`src/rtl/uart_rx_pkg.sv`:
```
// Package: shared types for the oversampled serial receiver.
// Assumes the oversampling ratio is a power of two.
package uart_rx_pkg;

    typedef enum logic [2:0] {
        RX_IDLE  = 3'd0,
        RX_START = 3'd1,
        RX_DATA  = 3'd2,
        RX_PAR   = 3'd3,
        RX_STOP1 = 3'd4,
        RX_STOP2 = 3'd5
    } rx_state_t;

    // One finished frame as handed from the framer to the buffer.
    typedef struct packed {
        logic [8:0] data;
        logic       frm_bad;
        logic       par_bad;
    } rx_frame_t;

endpackage

```
`src/rtl/rx_sync.sv`:
```
// Module: rx_sync
// Brings the asynchronous serial line into the clock domain through a
// chain of flops. The chain resets high, matching the idle line level.
module rx_sync #(
    parameter int STAGES = 2
) (
    input  logic clk,
    input  logic rst_n,
    input  logic din,
    output logic dout
);

    logic [STAGES-1:0] chain_q;

    generate
        if (STAGES == 1) begin : g_single
            // Single-stage capture of the line.
            always_ff @(posedge clk) begin
                if (!rst_n) chain_q <= '1;
                else        chain_q <= din;
            end
        end else begin : g_multi
            // Shift the line through the synchroniser chain.
            always_ff @(posedge clk) begin
                if (!rst_n) chain_q <= '1;
                else        chain_q <= {chain_q[STAGES-2:0], din};
            end
        end
    endgenerate

    assign dout = chain_q[STAGES-1];

endmodule

```
`src/rtl/rx_framer.sv`:
```
// Module: rx_framer
// Finds the start bit, samples each bit at its centre and builds the
// character. At the end of the frame it issues a one-cycle done pulse
// with the character, the framing status and the parity status.
// Assumes rxd_s is already synchronised and tick is a one-cycle strobe.
module rx_framer
    import uart_rx_pkg::*;
#(
    parameter int DATA_W = 9,
    parameter int OSR    = 16
) (
    input  logic              clk,
    input  logic              rst_n,
    input  logic              rx_en,
    input  logic              tick,
    input  logic              rxd_s,
    input  logic [1:0]        cfg_len,
    input  logic [1:0]        cfg_par,
    input  logic              cfg_stop2,
    output logic              done,
    output rx_frame_t         frame
);

    localparam int PH_W  = $clog2(OSR);
    localparam int IDX_W = $clog2(DATA_W);
    localparam logic [PH_W-1:0] MID = PH_W'(OSR / 2 - 1);

    rx_state_t         state_q;
    logic [PH_W-1:0]   ph_q;
    logic [IDX_W-1:0]  idx_q;
    logic [DATA_W-1:0] sr_q;
    logic              pbit_q;
    logic              frm_q;
    logic [IDX_W-1:0]  last_idx;
    logic              mid_hit;
    logic              ones_odd;

    // Index of the final data bit for the selected length.
    always_comb begin
        if (cfg_len[1])      last_idx = IDX_W'(DATA_W - 1);
        else if (cfg_len[0]) last_idx = IDX_W'(DATA_W - 2);
        else                 last_idx = IDX_W'(DATA_W - 3);
    end

    assign mid_hit  = tick && (ph_q == MID);
    assign ones_odd = (^sr_q) ^ pbit_q;

    // Frame state machine, phase counter and bit capture.
    always_ff @(posedge clk) begin
        if (!rst_n || !rx_en) begin
            state_q <= RX_IDLE;
            ph_q    <= '0;
            idx_q   <= '0;
            sr_q    <= '0;
            pbit_q  <= 1'b0;
            frm_q   <= 1'b0;
            done    <= 1'b0;
            frame   <= '0;
        end else begin
            done <= 1'b0;
            if (tick) ph_q <= ph_q + 1'b1;
            unique case (state_q)
                RX_IDLE: begin
                    ph_q <= '0;
                    if (tick && !rxd_s) begin
                        state_q <= RX_START;
                        sr_q    <= '0;
                        pbit_q  <= 1'b0;
                        frm_q   <= 1'b0;
                        idx_q   <= '0;
                    end
                end
                RX_START: if (mid_hit) begin
                    state_q <= rxd_s ? RX_IDLE : RX_DATA;
                end
                RX_DATA: if (mid_hit) begin
                    sr_q[idx_q] <= rxd_s;
                    idx_q       <= idx_q + 1'b1;
                    if (idx_q == last_idx)
                        state_q <= cfg_par[1] ? RX_PAR : RX_STOP1;
                end
                RX_PAR: if (mid_hit) begin
                    pbit_q  <= rxd_s;
                    state_q <= RX_STOP1;
                end
                RX_STOP1: if (mid_hit) begin
                    if (cfg_stop2) begin
                        frm_q   <= !rxd_s;
                        state_q <= RX_STOP2;
                    end else begin
                        done          <= 1'b1;
                        frame.data    <= 9'(sr_q);
                        frame.frm_bad <= !rxd_s;
                        frame.par_bad <= cfg_par[1] && (cfg_par[0] ? !ones_odd : ones_odd);
                        state_q       <= RX_IDLE;
                    end
                end
                RX_STOP2: if (mid_hit) begin
                    done          <= 1'b1;
                    frame.data    <= 9'(sr_q);
                    frame.frm_bad <= frm_q || !rxd_s;
                    frame.par_bad <= cfg_par[1] && (cfg_par[0] ? !ones_odd : ones_odd);
                    state_q       <= RX_IDLE;
                end
                default: state_q <= RX_IDLE;
            endcase
        end
    end

endmodule

```
`src/rtl/rx_buffer.sv`:
```
// Module: rx_buffer
// Receive buffer with error flags and load interrupt. A read in the same
// cycle as a load frees the old entry first, so the load goes through.
// Assumes done is a one-cycle pulse from the framer.
module rx_buffer
    import uart_rx_pkg::*;
#(
    parameter int DATA_W = 9
) (
    input  logic              clk,
    input  logic              rst_n,
    input  logic              rx_en,
    input  logic              done,
    input  rx_frame_t         frame,
    input  logic              rd_stb,
    output logic [DATA_W-1:0] rd_data,
    output logic              err_ovr,
    output logic              err_frm,
    output logic              err_par,
    output logic              err_sum,
    output logic              irq
);

    logic full_q;
    logic busy;

    assign busy = full_q && !rd_stb;

    // Buffer occupancy, flags and interrupt pulse.
    always_ff @(posedge clk) begin
        if (!rst_n) begin
            rd_data <= '0;
            full_q  <= 1'b0;
            err_ovr <= 1'b0;
            err_frm <= 1'b0;
            err_par <= 1'b0;
            err_sum <= 1'b0;
            irq     <= 1'b0;
        end else begin
            irq <= 1'b0;
            if (rd_stb) full_q <= 1'b0;
            if (rd_stb || !rx_en) begin
                err_ovr <= 1'b0;
                err_frm <= 1'b0;
                err_par <= 1'b0;
                err_sum <= 1'b0;
            end
            if (rx_en && done) begin
                if (busy) begin
                    err_ovr <= 1'b1;
                    err_sum <= 1'b1;
                end else begin
                    rd_data <= DATA_W'(frame.data);
                    full_q  <= 1'b1;
                    err_frm <= frame.frm_bad;
                    err_par <= frame.par_bad;
                    err_sum <= frame.frm_bad || frame.par_bad;
                    irq     <= 1'b1;
                end
            end
        end
    end

endmodule

```
`src/rtl/uart_rx_core.sv`:
```
// Module: uart_rx_core
// Top of the serial receiver: synchroniser, framer and receive buffer.
// Assumes tick16 pulses OSR times per bit period.
module uart_rx_core
    import uart_rx_pkg::*;
#(
    parameter int DATA_W      = 9,
    parameter int OSR         = 16,
    parameter int SYNC_STAGES = 2
) (
    input  logic              clk,
    input  logic              rst_n,
    input  logic              tick16,
    input  logic              rxd,
    input  logic              rx_en,
    input  logic [1:0]        cfg_len,
    input  logic [1:0]        cfg_par,
    input  logic              cfg_stop2,
    input  logic              rd_stb,
    output logic [DATA_W-1:0] rd_data,
    output logic              err_ovr,
    output logic              err_frm,
    output logic              err_par,
    output logic              err_sum,
    output logic              irq
);

    logic      rxd_s;
    logic      fr_done;
    rx_frame_t fr_data;

    rx_sync #(.STAGES(SYNC_STAGES)) u_sync (
        .clk (clk),
        .rst_n(rst_n),
        .din (rxd),
        .dout(rxd_s)
    );

    rx_framer #(.DATA_W(DATA_W), .OSR(OSR)) u_framer (
        .clk      (clk),
        .rst_n    (rst_n),
        .rx_en    (rx_en),
        .tick     (tick16),
        .rxd_s    (rxd_s),
        .cfg_len  (cfg_len),
        .cfg_par  (cfg_par),
        .cfg_stop2(cfg_stop2),
        .done     (fr_done),
        .frame    (fr_data)
    );

    rx_buffer #(.DATA_W(DATA_W)) u_buf (
        .clk    (clk),
        .rst_n  (rst_n),
        .rx_en  (rx_en),
        .done   (fr_done),
        .frame  (fr_data),
        .rd_stb (rd_stb),
        .rd_data(rd_data),
        .err_ovr(err_ovr),
        .err_frm(err_frm),
        .err_par(err_par),
        .err_sum(err_sum),
        .irq    (irq)
    );

endmodule

```
`config.mk`:
```
export PLATFORM = sky130hd
export DESIGN_NAME = uart_rx_core
export DESIGN_NICKNAME = d
export VERILOG_FILES = /design/src/rtl/uart_rx_pkg.sv /design/src/rtl/rx_sync.sv /design/src/rtl/rx_framer.sv /design/src/rtl/rx_buffer.sv /design/src/rtl/uart_rx_core.sv
export SDC_FILE = /design/constraint.sdc
export NUM_CORES = 1
export LEC_CHECK = 0
export ABC_AREA = 1
export BUFFER_PORTS_ARGS = -buffer_cell sky130_fd_sc_hd__clkbuf_2
export CORE_MARGIN = 2
export CORE_UTILIZATION = 35
export DETAILED_ROUTE_END_ITERATION = 10
export GPL_TIMING_DRIVEN = 0
export SYNTH_ARGS = -nofsm -noshare
export SYNTH_HDL_FRONTEND = slang
export SYNTH_SLANG_ARGS = --single-unit
```
`constraint.sdc`:
```
create_clock -name clk -period 1.6 [get_ports clk]
set_input_delay 0.16 -clock clk [delete_from_list [all_inputs] [get_ports clk]]
set_output_delay 0.16 -clock clk [all_outputs]
set_load 0.05 [all_outputs]
```
==> summary.txt, run 1 <==
# rows - 30
Worst-path clk slew - 90 ps
overall routing resource usage - 13.44%
area grow syn2layout - 14.53%
Max Clock Skew - 6.444 ps
setup ws final - 120.6 ps
crit-path leading delay family - simple AND/OR/NAND/NOR gates
Setup Crit Path Kind - flop to flop
Hold Crit Depth - 2
Max-slew headroom - 62.44%
CP max FO - 5
clk_lat worst skew - 300 ps
Port Buf Inserts - 24
crit-path cells - ha_1, nand2_1, nor2_2, nand2_2, nand2_1, nand2_2, a21oi_2, nand2_2, o21ai_1, nor2_1
ant diodes - 0
Remaining DRCs - 0
top cells by count, synth - nand2_1, dfxtp_1, nor2_1, inv_1, o21ai_0
most common cell in the netlist - nand2_1
TNS Setup - 0 ps
reg2reg setup slack - 120 ps
Post-CTS Setup Bufs - 0
Overflow after GRT - 0
H-tree levels - 2
final wirelength - 4848 um
Hold WC Path Type - primary input to flop
Placed Cells incl. Taps - 473
worst slack, placed - 102.1 ps
Reg-to-Reg End - u_framer.state_q[0]$_SDFFE_PP0P_
RD Place Congestion - 0.9011
clock buffer count from CTS - 5
post-synth top area share - 41.32%
endpoints failing setup - 0
vias - 2,181
Synth Instances - 353
Post-Syn Area per Cell - 7.000 um^2
Final Hold Fails - 0
arrival time worst endpoint - 1660 ps
Initial DRC Count - 110
Synth Warn # - 0
CTS Root Cell - clkbuf_8
Worst path most repeated cell - nand2_2
fin. max-slew vios - 0
clock sink total - 51
Tcrit/Tclk final - 92.46%
Worst Tran Pin Value - 557.5 ps
Required @ worst endpoint - 1780 ps
core area - 6832 um^2
vias in the first global route - 1,939
Synth Cell Area - 2471 um^2
Hold Startpoint - rxd
crit path buf inv count - 0
Slowest-stage cell, CP - dfxtp_2
Ports - 25
global-route wire length before repair - 8321 um
top achievable clock speed - 675.9 MHz
Final #Nets - 400
mean routed wirelength per cell - 10.10 um
non-filler instance count after layout - 480
RSZ-0062 raised after global routing - no
DP HPWL - 3748 um
Netlist cell types - 36
area of the die - 7748 um^2
ys async rst share - 0%
CTS tree - done
initial antenna violation count - 0
status - completed
Main synth FF type - dfxtp_1
sequential share of the synthesized area - 41.32%
layout cells sized above 1 - 17.71%
Yosys reg bits - 51
startpoint types - flop
Leakage - 1.271 nW
Synth area leaders - dfxtp_1, nand2_1, nor2_1
Hold Crit Endpoint - u_sync.chain_q[0]$_SDFF_PN1_
Power Dens Cells - 820.2 nW/um^2
drt first pass iters - 4
largest net degree at the start of global routing - 16
syn nets - 369
Crit path largest cell delay - 350 ps
fin crit period - 1479 ps
total chip power - 2.321 mW
number of flops mapped to enable cells by yosys - 0
r2r startpoint - u_framer.ph_q[0]$_SDFFE_PP0P_
peak supply drop - 0.4615 mV
Crit. End Element - flop
clock buffer depth - 2
R2R cell count - 10
DIE WIDTH - 88.03 um
Via density - 4.544
Post-DRT Antenna Nets - 0
DIE HEIGHT - 88.03 um
Starting Density - 36.17%
top cell type by total area after synthesis - dfxtp_1
MaxCap Viol Count - 0
## what timing repair did
| action | CTS | global route |
|---|---|---|
| hold buffers | 0 | 0 |
| resized for setup | 0 | 8 |
| endpoints found under the setup margin | 0 | 15 |
## routing by layer
layer | global-route usage [%] | up-vias | part of all wire [%]
li1 | - | 1190 | -
met1 | 17.82 | 954 | 53
met2 | 22.04 | 30 | 43
met3 | 2.262 | 7 | 2.4
met4 | 4.959 | 0 | 1.6
met5 | 0 | - | 0
## cells by family after synthesis
group,count (synthesis),share of synthesized area [%]
flops,51,41.32
simple gates,167,29.92
xor+xnor,3,1.063
compound gates,75,16.25
fa+ha+maj,5,2.532
buf+inv,52,8.911
## cells in the final DEF (no fill, tap or decap), types with 3 or more instances in the layout
cell	instances
a31oi_1	3
inv_2	3
nor2_4	3
clkbuf_1	3
dfxtp_1	49
nand2_1	78
nand2_4	3
inv_1	37
nand3_1	12
nor2_1	49
nand2_2	11
nand4_1	3
o21ai_1	5
clkbuf_2	24
a21oi_2	4
o21ai_0	31
clkbuf_8	5
nor3_1	3
ha_1	5
a21oi_1	26
## flip-flops by register name, indices dropped and copies added (netlist names)
| name | flops |
|---|---|
| u_framer.pbit_q | 1 |
| u_buf.err_sum | 1 |
| u_buf.full_q | 1 |
| u_buf.err_frm | 1 |
| u_framer.frm_q | 1 |
| u_buf.err_par | 1 |
| u_buf.err_ovr | 1 |
| u_sync.chain_q | 2 |
| u_framer.state_q | 3 |
| u_framer.idx_q | 4 |
| u_framer.done | 1 |
| u_framer.sr_q | 9 |
| u_framer.frame | 11 |
| u_framer.ph_q | 4 |
| u_buf.rd_data | 9 |
| u_buf.irq | 1 |
## per-stage QoR
| step | hold WS [ps] | cell area, um^2 | utilization (%) |
|---|---|---|---|
| after floorplan | 266.6 | 2471 | - |
| after global placement | 347.3 | 2711 | 39.69 |
| after detailed placement | 352.3 | 2711 | 39.69 |
| after CTS | 32.27 | 2818 | 41.25 |
| after global routing | 25.25 | 2830 | 41.43 |
| final | 41.93 | 2830 | 41.43 |
## power breakdown
group	total, mW	internal (mW)	switching [mW]
combinational	0.167	0.0583	0.109
sequential	1.29	1.28	0.0101
clock	0.867	0.457	0.410
total	2.32	1.79	0.529
## final cells by class
class                      count  area, um^2
sequential                    51        1023
buffer                         6       38.79
timing repair buffer          24       120.1
tap                           96       120.1
clock buffer                   5       68.82
clock inverter                 2       37.54
inverter                      46       183.9
multi-input combinational    250        1237
fill                         755        4001
## how the worst max path moves through the flow
| stage | from | endpoint | slack, ps | cells after the start |
|---|---|---|---|---|
| after floorplan | u_framer.ph_q[0]$_SDFFE_PP0P_ | u_framer.state_q[0]$_SDFFE_PP0P_ | 260 | 10 |
| after global placement | u_framer.ph_q[0]$_SDFFE_PP0P_ | u_framer.sr_q[2]$_SDFFE_PP0P_ | 130 | 10 |
| after detailed placement | u_framer.ph_q[0]$_SDFFE_PP0P_ | u_framer.sr_q[0]$_SDFFE_PP0P_ | 100 | 10 |
| after CTS | u_framer.ph_q[0]$_SDFFE_PP0P_ | u_framer.sr_q[0]$_SDFFE_PP0P_ | 90 | 10 |
| after global routing | u_framer.ph_q[0]$_SDFFE_PP0P_ | u_framer.state_q[0]$_SDFFE_PP0P_ | 2 | 10 |
| final | u_framer.ph_q[0]$_SDFFE_PP0P_ | u_framer.state_q[0]$_SDFFE_PP0P_ | 120 | 10 |
Power figures use the tool's default switching activity.
==> inputs of run 2 (changes only) <==
CORE_UTILIZATION = 55   (was 35)
PLACE_DENSITY = 0.75   (was default)
==> summary.txt, run 2 (same netlist as run 1, synthesis figures left out) <==
drt first pass iters - 5 (+1)
CTS Root Cell - clkbuf_8
Placed Instance Area - 2656 um^2 (-2.0%)
Hold Crit Depth - 2 (unchanged)
top achievable clock speed - 664.2 MHz (-1.7%)
Max-slew headroom - 56.24% (-6.2 points)
DP HPWL - 3579 um (-4.5%)
Reg-to-Reg End - u_framer.sr_q[0]$_SDFFE_PP0P_
global-route wire length before repair - 8576 um (+3.1%)
area grow syn2layout - 13.01%
GR peak layer - met2
startpoint types - flop
Largest regs - u_framer.frame x11, u_buf.rd_data x9, u_framer.sr_q x9
DIE WIDTH - 71.03 um (-19%)
overall routing resource usage - 20.95% (+7.5 points)
r2r startpoint - u_framer.ph_q[0]$_SDFFE_PP0P_
R2R cell count - 10 (unchanged)
Tcrit/Tclk final - 94.09% (+1.6 points)
Setup Crit Path Kind - flop to flop
Post-DRT Antenna Nets - 0 (unchanged)
arrival time worst endpoint - 1720 ps (+60 ps)
Hold WC Path Type - primary input to flop
clock buffer depth - 2 (unchanged)
endpoints failing setup - 0 (unchanged)
reg2reg setup slack - 90 ps (-30 ps)
# rows - 24 (-20%)
Remaining DRCs - 0 (unchanged)
Final Cell Area - 2793 um^2 (-1.3%)
RD Place Congestion - 0.9408 (+4.4%)
fin crit period - 1505 ps (+26.07 ps)
global routing usage on met1 - 27.28% (+9.5 points)
area of the die - 5045 um^2 (-35%)
non-filler instance count after layout - 439 (-8.5%)
Worst Tran Pin Value - 649.5 ps (+92.04 ps)
Switching Share - 25.93% (+3.2 points)
fin. max-slew vios - 0 (unchanged)
status - completed
most used cells in the layout excluding fill and tap cells - nand2_1, dfxtp_1, nor2_1
clock network fraction of total power - 35.0% (-2.3 points)
largest net degree at the start of global routing - 19 (+3)
most common cell after layout, fill and taps aside - nand2_1
Final Hold Fails - 0 (unchanged)
final core occ - 64.14% (+23 points)
Placed Cells incl. Taps - 429 (-9.3%)
Power Dens Cells - 803.8 nW/um^2 (-2.0%)
clk_lat worst skew - 310 ps (about the same)
max FFs per register - 11 (unchanged)
Leakage - 1.279 nW (+0.61%)
ant diodes - 0 (unchanged)
Ports - 25 (unchanged)
power share of the sequential group - 57.4% (+2.0 points)
Max Clock Skew - 3.916 ps (-2.528 ps)
Largest Register - u_framer.frame
layout cells sized above 1 - 18.86% (+1.2 points)
clock buffer count from CTS - 5 (unchanged)
MaxCap Viol Count - 0 (unchanged)
total chip power - 2.245 mW (-3.3%)
Crit. End Element - flop
Required @ worst endpoint - 1810 ps (+30 ps)
vias in the first global route - 1,983 (+2.3%)
GR Util met3 - 5.556% (+3.3 points)
DIE HEIGHT - 71.03 um (-19%)
Post-CTS Hold Buffers - 0 (unchanged)
CP max FO - 7 (+2)
end of the critical path - u_framer.sr_q[0]$_SDFFE_PP0P_
H-tree levels - 2 (unchanged)
crit path from - u_framer.ph_q[0]$_SDFFE_PP0P_
Overflow after GRT - 0 (unchanged)
clock sink total - 51 (unchanged)
final wirelength - 4855 um (+0.14%)
Final #Nets - 402 (+0.50%)
CTS tree - done
Net Switching - 0.5821 mW (+10%)
Worst-path clk slew - 100 ps (about the same)
met2 Use GR - 34.37% (+12 points)
Starting Density - 56.75% (+21 points)
internal power - 1.663 mW (-7.2%)
Via density - 4.968 (+9.3%)
vias - 2,181 (unchanged)
Initial DRC Count - 122 (+11%)
initial antenna violation count - 0 (unchanged)
RSZ-0062 raised after global routing - yes
Port Buf Inserts - 24 (unchanged)
mean routed wirelength per cell - 11.06 um (+9.5%)
core area - 4354 um^2 (-36%)
Logic pwr share - 7.7% (+0.5 points)
peak supply drop - 0.4692 mV (+1.7%)
Worst Hold Slack - 35.04 ps (-6.894 ps)
## run 2: cell count changes in the layout (fill, tap and decap cells not counted), moves of 2 or more
cell / before / now
a21oi_1: 26 / 28
clkinv_4: 1 / 3
buf_4: 1 / 3
a21oi_2: 4 / 1
## run 2: per-stage QoR
step	TNS, ps	worst slack [ps]
detailed placement	0	86.60
CTS	0	71.19
global route	-5.364	-5.152
global placement	0	139.4
floorplan	0	257.8
finish	0	94.52
## run 2: layout make-up
type / count / area, um^2
multi-input combinational: 250 / 1249
fill: 405 / 1562
clock inverter: 3 / 28.78
tap: 52 / 65.06
clock buffer: 5 / 68.82
inverter: 46 / 183.9
timing repair buffer: 26 / 135.1
sequential: 51 / 1023
buffer: 6 / 38.79
## run 2: worst min-delay path by stage
| stage | from | end | slack (ps) |
|---|---|---|---|
| 6_report | rxd | u_sync.chain_q[0]$_SDFF_PN1_ | 40 |
| 3_3_place_gp | rxd | u_sync.chain_q[0]$_SDFF_PN1_ | 350 |
| 3_5_place_dp | rxd | u_sync.chain_q[0]$_SDFF_PN1_ | 350 |
| 5_1_grt | rxd | u_sync.chain_q[0]$_SDFF_PN1_ | 30 |
| 4_1_cts | rxd | u_sync.chain_q[0]$_SDFF_PN1_ | 30 |
| 2_1_floorplan | rxd | u_sync.chain_q[0]$_SDFF_PN1_ | 270 |
## run 2: worst max-delay path: stages, from the launching register on
cell,delay (ps)
dfxtp_2,360
ha_2,180
nand2_1,60
nor2_2,130
nand2_2,100
nand2_2,90
nand2_4,80
inv_4,100
nand2_2,80
o21ai_0,150
nor2_1,60
## run 2: power groups by stage
| stage | Combinational, mW | Sequential (mW) | Clock [mW] |
|---|---|---|---|
| floorplan | 0.121 | 1.31 | 0 |
| global placement | 0.161 | 1.32 | 0 |
| detailed placement | 0.163 | 1.32 | 0 |
| CTS | 0.163 | 1.29 | 0.805 |
| global route | 0.198 | 1.29 | 0.858 |
| finish | 0.172 | 1.29 | 0.785 |
## run 2: layer usage
metal	part of all wire [%]	wire length (um)
met3	4.8	233
met4	0.51	25
met1	48	2308
met2	47	2288
met5	0	0
## run 2: timing repair
item | 4_1_cts | 5_1_grt
setup endpoints to repair | 0 | 13
gates resized for setup | 0 | 11
buffers inserted | 0 | 2
==> inputs of run 3 (changes only) <==
SYNTH_HIERARCHICAL = 1   (was default)
==> summary.txt, run 3 <==
arrival time worst endpoint - 1710 ps (about the same)
Largest regs - u_framer/frame x11, u_buf/rd_data x9, u_framer/sr_q x9
RSZ-0062 raised after global routing - no
MaxCap Viol Count - 0 (unchanged)
internal power - 1.889 mW (+14%)
Hold WC Path Type - primary input to flop
CTS tree - done
DIE HEIGHT - 72.87 um (+2.6%)
Final Cell Area - 2954 um^2 (+5.8%)
Worst-path clk slew - 90 ps (about the same)
most common cell in the netlist - nand2_1
peak supply drop - 0.4877 mV (+3.9%)
vias in the first global route - 2,001 (+0.91%)
Tcrit/Tclk final - 93.17% (-0.92 points)
most common cell after layout, fill and taps aside - nand2_1
endpoints failing setup - 0 (unchanged)
RD Place Congestion - 0.8501 (-9.6%)
overall routing resource usage - 19.90% (-1.0 points)
clk_lat worst skew - 290 ps (-20 ps)
ant diodes - 0 (unchanged)
TNS Setup - 0 ps (unchanged)
Final #Nets - 413 (+2.7%)
Max Clock Skew - 8.003 ps (+4.087 ps)
crit-path cells - ha_4, nand3_2, nor2_4, nand2_2, nand2_4, buf_8, nand4_1, a21oi_1
clock buffer depth - 2 (unchanged)
# rows - 25 (+4.2%)
status - completed
post-synth top area share - 39.14% (-2.2 points)
most used cells in the layout excluding fill and tap cells - nand2_1, dfxtp_1, nor2_1
Synth Warn # - 6 (+6)
area of the multi-input gates - 1353 um^2 (+8.3%)
Post-DRT Antenna Nets - 0 (unchanged)
fin crit period - 1491 ps (-14.76 ps)
Synth Cell Area - 2609 um^2 (+5.6%)
Synth Instances - 364 (+3.1%)
area of the die - 5310 um^2 (+5.2%)
drt first pass iters - 4 (-1)
DP HPWL - 3846 um (+7.5%)
clock sink total - 51 (unchanged)
Fillers - 438 (+8.1%)
Max-slew headroom - 71.05% (+15 points)
setup ws final - 109.3 ps (+14.76 ps)
ys async rst share - 0% (unchanged)
Slowest-stage cell, CP - dfxtp_2
startpoint types - flop
Register Area - 1023 um^2 (unchanged)
CP max FO - 10 (+3)
vias - 2,337 (+7.2%)
Setup Crit Path Kind - flop to flop
global-route wire length before repair - 8424 um (-1.8%)
sequential share of the synthesized area - 39.14% (-2.2 points)
fin. max-slew vios - 0 (unchanged)
final core occ - 63.38% (-0.76 points)
clock buffer count from CTS - 5 (unchanged)
Required @ worst endpoint - 1820 ps (about the same)
Remaining DRCs - 0 (unchanged)
total chip power - 2.518 mW (+12%)
core area - 4661 um^2 (+7.0%)
layout cells sized above 1 - 20.60% (+1.7 points)
Crit path largest cell delay - 370 ps (about the same)
Net Switching - 0.6296 mW (+8.2%)
Post-CTS Hold Buffers - 0 (unchanged)
final wirelength - 5160 um (+6.3%)
Worst Tran Pin Value - 434.3 ps (-215.3 ps)
CTS Root Cell - clkbuf_8
Switching Share - 25.00% (-0.93 points)
Crit. End Element - flop
max FFs per register - 11 (unchanged)
Starting Density - 55.97% (-0.78 points)
Largest Register - u_framer/frame
top cell type by total area after synthesis - dfxtp_1
Synth area leaders - dfxtp_1, nand2_1, nor2_1
mean routed wirelength per cell - 11.42 um (+3.2%)
number of flops mapped to enable cells by yosys - 0 (unchanged)
Yosys reg bits - 51 (unchanged)
Placed Instance Area - 2796 um^2 (+5.3%)
H-tree levels - 2 (unchanged)
Power Dens Cells - 852.4 nW/um^2 (+6.1%)
Netlist cell types - 34 (-5.6%)
Logic pwr share - 12.4% (+4.7 points)
Final Hold Fails - 0 (unchanged)
largest net degree at the start of global routing - 16 (-3)
Placed Cells incl. Taps - 442 (+3.0%)
Port Buf Inserts - 24 (unchanged)
initial antenna violation count - 0 (unchanged)
non-filler instance count after layout - 452 (+3.0%)
Ports - 25 (unchanged)
top achievable clock speed - 670.8 MHz (+0.99%)
DIE WIDTH - 72.87 um (+2.6%)
Worst Hold Slack - 31.91 ps (-3.133 ps)
syn nets - 380 (+3.0%)
Leakage - 1.248 nW (-2.4%)
Via density - 5.170 (+4.1%)
area grow syn2layout - 13.24%
clock network fraction of total power - 36.1% (+1.1 points)
Overflow after GRT - 0 (unchanged)
worst slack, placed - 3.131 ps (-83.47 ps)
Post-Syn Area per Cell - 7.167 um^2 (+2.4%)
power share of the sequential group - 51.5% (-5.9 points)
Main synth FF type - dfxtp_1
Initial DRC Count - 131 (+7.4%)
top cells by count, synth - nand2_1, dfxtp_1, nor2_1, inv_1, a21oi_1
==> run 3: cell types whose count changed in the layout (fill, tap and decap cells not counted), sizes merged, moves of 3 or more <==
cell	previous run	this run
clkinv	6	1
nor3	3	6
nand3b	0	9
nand4	3	11
inv	43	46
o21ai	37	22
buf	5	10
nand3	12	21
==> run 3: timing repair <==
action | CTS | global route
endpoints found under the hold margin | 0 | 0
setup endpoints to repair | 0 | 25
resized for setup | 0 | 9
setup buffers | 0 | 2
==> run 3: kinds of logic (layout without fill, tap and decap cells) <==
kind of cell / Yosys count / after routing / share of synthesized area (%)
AOI/OAI and AO/OA: 57 / 57 / 12.95
and+or+nand+nor: 195 / 195 / 35.35
adders and majority gates: 5 / 5 / 2.398
xor gates and xnor gates: 1 / 1 / 0.3358
DFF: 51 / 51 / 39.14
buffers and inverters: 55 / 89 / 9.831
==> run 3: final cells by class <==
class,count,share of cell area [%]
clock inverter,2,1.186
buffer,9,2.711
timing repair buffer,26,4.574
clock buffer,6,2.795
inverter,46,6.014
tap,54,2.287
sequential,51,34.65
multi-input combinational,258,45.79
==> run 3: critical path, delay by kind of cell (launching register included) <==
kind                       cells  cell delay, ps
adders and majority gates      1             150
AOI/OAI and AO/OA              1             150
buffers and inverters          1             130
DFF                            1             370
and+or+nand+nor                5             620
==> run 3: power groups by stage <==
| stage | sequential (mW) | combinational (mW) | clock (mW) |
|---|---|---|---|
| finish | 1.30 | 0.312 | 0.909 |
| global route | 1.30 | 0.353 | 0.991 |
| floorplan | 1.32 | 0.234 | 0 |
| CTS | 1.30 | 0.303 | 0.937 |
| detailed placement | 1.33 | 0.302 | 0 |
| global placement | 1.33 | 0.297 | 0 |
==> run 3: worst paths after layout <==
kind,startpoint,end,slack [ps],depth (start not counted)
worst max-delay path,u_framer/ph_q[0]$_SDFFE_PP0P_,u_framer/sr_q[4]$_SDFFE_PP0P_,110,8
worst min-delay path,rxd,u_sync/chain_q[0]$_SDFF_PN1_,30,3
worst max register to register,u_framer/ph_q[0]$_SDFFE_PP0P_,u_framer/sr_q[4]$_SDFFE_PP0P_,110,8
worst min register to register,u_sync/chain_q[0]$_SDFF_PN1_,u_sync/chain_q[1]$_SDFF_PN1_,420,2
==> run 3: per-layer routing <==
layer / share of wire [%] / global-route usage [%] / vias to the layer above
met1: 47 / 23.30 / 1041
met2: 49 / 36.16 / 52
li1: - / - / 1240
met5: 0 / 0 / -
met3: 3.0 / 4.144 / 4
met4: 0.85 / 6.173 / 0
